## config.mk

```make
export PLATFORM = sky130hd
export DESIGN_NAME = i2c_reg_slave
export DESIGN_NICKNAME = d
export VERILOG_FILES = /design/src/rtl/i2c_reg_slave.sv
export SDC_FILE = /design/constraint.sdc
export NUM_CORES = 1
export LEC_CHECK = 0
export BUFFER_PORTS_ARGS = -buffer_cell sky130_fd_sc_hd__buf_4
export CORE_UTILIZATION = 56
export CTS_BUF_LIST = sky130_fd_sc_hd__clkbuf_4 sky130_fd_sc_hd__clkbuf_8
export CTS_CLUSTER_DIAMETER = 120
export DETAILED_ROUTE_END_ITERATION = 7
export GPL_ROUTABILITY_DRIVEN = 0
export PLACE_DENSITY = 0.83
export SYNTH_ARGS = -nofsm -noshare
export SYNTH_HDL_FRONTEND = slang
export SYNTH_SLANG_ARGS = --single-unit
```

## constraint.sdc

```tcl
create_clock -name clk -period 4 [get_ports clk]
set_clock_uncertainty 0.05 [all_clocks]
set_input_delay 1.2 -clock clk [delete_from_list [all_inputs] [get_ports clk]]
set_output_delay 1.2 -clock clk [all_outputs]
set_load 0.02 [all_outputs]
```

## src/rtl/i2c_reg_slave.sv

```systemverilog
module i2c_reg_slave #(
  parameter logic [6:0] DEV_ADDR = 7'b1110011,
  parameter int NREGS = 8,
  localparam int AW = (NREGS > 1) ? $clog2(NREGS) : 1
) (
  input  logic          clk,
  input  logic          rst_n,
  input  logic          scl_i,
  input  logic          sda_i,
  output logic          sda_oe,
  output logic          reg_we,
  output logic [7:0]    reg_waddr,
  output logic [15:0]   reg_wdata,
  input  logic [AW-1:0] host_raddr,
  output logic [15:0]   host_rdata
);

  typedef enum logic [2:0] {S_IDLE, S_RX, S_ACK, S_TX, S_MACK, S_IGN} st_t;

  st_t         st;
  logic        scl_q, sda_q;
  logic [3:0]  cnt;
  logic [7:0]  sr;
  logic [1:0]  ph;
  logic        rw;
  logic        mnack;
  logic [7:0]  ptr;
  logic [7:0]  hold;
  logic [15:0] txw;
  logic [15:0] regs [NREGS];

  wire scl_rise = scl_i & ~scl_q;
  wire scl_fall = ~scl_i & scl_q;
  wire start_c  = scl_i & scl_q & sda_q & ~sda_i;
  wire stop_c   = scl_i & scl_q & ~sda_q & sda_i;
  wire [15:0] cur = regs[ptr[AW-1:0]];

  assign host_rdata = regs[host_raddr];

  always_ff @(posedge clk) begin
    if (!rst_n) begin
      st        <= S_IDLE;
      scl_q     <= 1'b1;
      sda_q     <= 1'b1;
      cnt       <= '0;
      sr        <= '0;
      ph        <= '0;
      rw        <= 1'b0;
      mnack     <= 1'b1;
      ptr       <= '0;
      hold      <= '0;
      txw       <= '0;
      sda_oe    <= 1'b0;
      reg_we    <= 1'b0;
      reg_waddr <= '0;
      reg_wdata <= '0;
      for (int i = 0; i < NREGS; i++) regs[i] <= '0;
    end else begin
      scl_q  <= scl_i;
      sda_q  <= sda_i;
      reg_we <= 1'b0;
      if (start_c) begin
        st     <= S_RX;
        ph     <= 2'd0;
        cnt    <= '0;
        sda_oe <= 1'b0;
      end else if (stop_c) begin
        st     <= S_IDLE;
        sda_oe <= 1'b0;
      end else begin
        case (st)
          S_RX: begin
            if (scl_rise) begin
              sr  <= {sr[6:0], sda_i};
              cnt <= cnt + 4'd1;
            end else if (scl_fall && cnt == 4'd8) begin
              cnt <= '0;
              if (ph == 2'd0) begin
                if (sr[7:1] == DEV_ADDR) begin
                  rw     <= sr[0];
                  sda_oe <= 1'b1;
                  st     <= S_ACK;
                end else begin
                  st <= S_IGN;
                end
              end else begin
                if (ph == 2'd1) ptr  <= sr;
                if (ph == 2'd2) hold <= sr;
                sda_oe <= 1'b1;
                st     <= S_ACK;
              end
            end
          end
          S_ACK: begin
            if (scl_fall) begin
              sda_oe <= 1'b0;
              if (ph == 2'd0 && rw) begin
                sda_oe <= ~cur[15];
                txw    <= {cur[14:0], 1'b0};
                cnt    <= '0;
                st     <= S_TX;
              end else if (ph == 2'd3) begin
                regs[ptr[AW-1:0]] <= {hold, sr};
                reg_we    <= 1'b1;
                reg_waddr <= ptr;
                reg_wdata <= {hold, sr};
                st        <= S_IGN;
              end else begin
                ph <= ph + 2'd1;
                st <= S_RX;
              end
            end
          end
          S_TX: begin
            if (scl_rise) begin
              cnt <= cnt + 4'd1;
            end else if (scl_fall) begin
              if (cnt == 4'd8) begin
                sda_oe <= 1'b0;
                cnt    <= '0;
                st     <= S_MACK;
              end else begin
                sda_oe <= ~txw[15];
                txw    <= {txw[14:0], 1'b0};
              end
            end
          end
          S_MACK: begin
            if (scl_rise) begin
              mnack <= sda_i;
            end else if (scl_fall) begin
              if (!mnack && ph == 2'd0) begin
                ph     <= 2'd1;
                sda_oe <= ~txw[15];
                txw    <= {txw[14:0], 1'b0};
                st     <= S_TX;
              end else begin
                st <= S_IGN;
              end
            end
          end
          default: ;
        endcase
      end
    end
  end

endmodule

```

==> summary.md <==
| Metric | Value |
|---|---|
| CP max FO | 14 |
| #FFs+latches synth | 209 |
| Mapped Cells | 839 |
| Overall Power | 5.23 mW |
| Ports | 49 |
| Final Util | 65.4% |
| Detailed-route via count | 7110 |
| Critical path type | primary input to primary output |
| Cell with the most instances after synthesis | and2_1 |
| Seq/Total Area, Yosys | 52.1% |
| Worst skew pair latency | 0.52 ns |
| Met2 wire length | 12300 um |
| CP peak stage delay | 0.51 ns |
| CTS Hold Bufs | 0 |
| Syn Std Cell Area | 10500 um2 |
| Fin cells | 1145 |
| Drc violations | 1 |
| Initial antenna violation count | 0 |
| WHS | 0.411 ns |
| Worst slew margin relative to its limit | 25.6% |
| Cell variety after synth | 61 |
| DP Wirelength | 16000 um |
| Die Wd | 139 um |
| Async set-or-reset flop fraction in the synthesized netlist | 0% |
| Row Count | 49 |
| Layout Nets | 909 |
| Max rail drop VDD | 0.311 mV |
| Largest family of logic cells by synthesized area | simple AND/OR/NAND/NOR gates |
| Max layer used | met4 |
| Final worst-path cycle share | 95.0% |
| Slowest cell on the critical path | mux4_2 |
| Die Y | 139 um |
| I/O Buffers | 48 |
| Mux cell area share after synthesis | 18.2% |
| Violated checks | DRC |
| Final hold vios | 0 |
| Global-route usage over all layers | 26.5% |
| WL per Instance | 21.7 um |
| Post_cts resized | 0 |
| Startpoint types | primary input |
| Die area | 19300 um2 |
| Post-synth top area share | 36.6% |
| RSZ-0062 raised after global routing | no |
| Num CTS Buffers | 35 |
| Compound-Gate Fraction of Synth Area | 6.93% |
| Share of layout cells above drive strength 1 | 26.0% |
| Critical path endpoint category | primary output |
| Root Driver | clkbuf_8 |
| Routed Wire Length | 24800 um |
| TritonRoute pass-1 iters | 7 |
| Reg clk slew, reported paths | 0.06 ns |
| Hold Crit Class | flop to flop |
| Vias in the first global route | 6981 |
| Yosys top cell by area | edfxtp_1 |
| Worst path cell trace | buf_4 -> buf_12 -> mux4_2 -> mux2_2 -> buf_4 |
| Number of synthesized flops with an enable pin | 128 |
| Placed Instances | 1084 |
| CP Data Required Time | 2.75 ns |
| Top area cells in the synthesized netlist | edfxtp_1 (37%), dfxtp_1 (15%), mux4_2 (14%), and2_1 (7.8%), nand2_1 (3.7%) |
| Bufs on Longest Clock Path | 3 |
| Synth warn | 0 |
| Worst-Margin Slew | 1.12 ns |
| Post-synthesis adder-cell area fraction | 1.19% |
| Post-DP Area | 11100 um2 |
| GRT Residual Overflow | 0 |
| Setup TNS | 0 ns |
| Core Box Area | 18100 um2 |
| Area growth from synthesis to layout | 13.2% |
| Routed length on met1 | 9830 um |
| Final setup violation count | 0 |
| Synth Area in XOR/XNOR | 0.0835% |
| Max Cap Violations | 0 |
| Simple-gate portion of the synthesized area | 18.5% |
| Crit-path most repeated cell | buf_4 |
| Place WS | 0.201 ns |
| Post-route minimum period | 3.80 ns |
| Iter 0 DRT Violations | 666 |
| Worst endpoint data arrival time | 2.55 ns |
| Routed met3 length | 2200 um |
| Pwr/cell area | 440 nW/um2 |
| DR vias/cell | 6.21 |
| Slew Viols, Final | 0 |
| Routed Antenna Nets | 0 |
| Fmax | 263 MHz |
| Final WS setup | 0.201 ns |
| Pin count of the biggest net entering global routing | 46 |
| Synth Area per Inst | 12.5 um2 |
| Syn_nets | 856 |
| Synth Flop Type | edfxtp_1 |
| CTS tree | yes |
| First-pass GRT wire length | 38900 um |
| Commonest cells in the netlist | and2_1 (130), edfxtp_1 (128), nand2_1 (104), dfxtp_1 (81), mux4_2 (64) |
| # clock sinks | 209 |
| Post-CTS Setup Bufs | 0 |
| Status | finished with violations |
| Lkg Pwr | 4.24 nW |
| # diodes | 0 |
| Fin area | 11900 um2 |
| H-tree levels | 2 |
| Initial core utilization | 57.8% |
## cells in the final DEF (no fill, tap or decap), drive strengths merged, types with 3 or more instances in the layout
cell type | netlist | layout
nor2b | 13 | 13
inv | 8 | 8
nand2b | 15 | 15
nor3 | 7 | 7
ha | 10 | 10
mux2i | 27 | 27
clkbuf | 44 | 49
mux4 | 64 | 64
nand2 | 105 | 105
a21oi | 6 | 6
clkinv | 0 | 8
o21ai | 25 | 25
buf | 21 | 81
nor2 | 8 | 8
o2111ai | 15 | 15
bufinv | 0 | 3
a211oi | 3 | 3
and2 | 131 | 131
a31oi | 3 | 3
or3b | 3 | 3
a21boi | 24 | 24
a32o | 3 | 3
nand3b | 5 | 5
nand3 | 37 | 37
edfxtp | 128 | 128
dfxtp | 81 | 81
mux2 | 18 | 18
## power by group
group	internal, mW	switching [mW]	leakage (nW)
Combinational	0.316	0.422	1.98
Sequential	2.40	0.0890	1.87
Clock	1.18	0.824	0.386
Total	3.89	1.34	4.24
## logic make-up after synthesis
| logic type | count (synthesis) |
|---|---|
| xor gates and xnor gates | 1 |
| muxes | 109 |
| AOI/OAI and AO/OA | 96 |
| and+or+nand+nor | 341 |
| adders and majority gates | 10 |
| DFF | 209 |
| buffers and inverters | 73 |
## worst max-delay path, delay by kind of cell
family | cells | cell delay [ns]
mux | 2 | 0.81
buf+inv | 3 | 0.53
## registers in the layout (all words and copies together), names as in the netlist, named ones only
register,flops
sr,8
txw,15
sda_oe,1
reg_wdata,16
reg_we,1
sda_q,1
ptr,8
st,3
reg_waddr,8
cnt,4
regs,128
mnack,1
scl_q,1
hold,8
ph,2
rw,1
## layer usage
layer,vias up,track usage (%)
li1,3201,-
met1,3505,34.6
met2,358,44.2
met3,46,5.35
met4,0,9.18
met5,-,0
## final timing paths
check,start,slack (ns),depth (start not counted),to
setup / recovery,host_raddr[0],0.20,5,host_rdata[15]
setup reg to reg,st[1],1.27,7,regs[0][2]
hold / removal,txw[12],0.41,2,txw[12]
hold reg to reg,txw[12],0.41,2,txw[12]
## final cells by class
cell class              instances  area, um2
repair buffers                 81        633
flip-flops and latches        209       5470
clock inverters                12        130
well taps                     229        287
fillers                      1315       6270
clock buffers                  49        612
inverters                       8       30.0
multi-input cells             557       4710
Power figures use the tool's default switching activity.
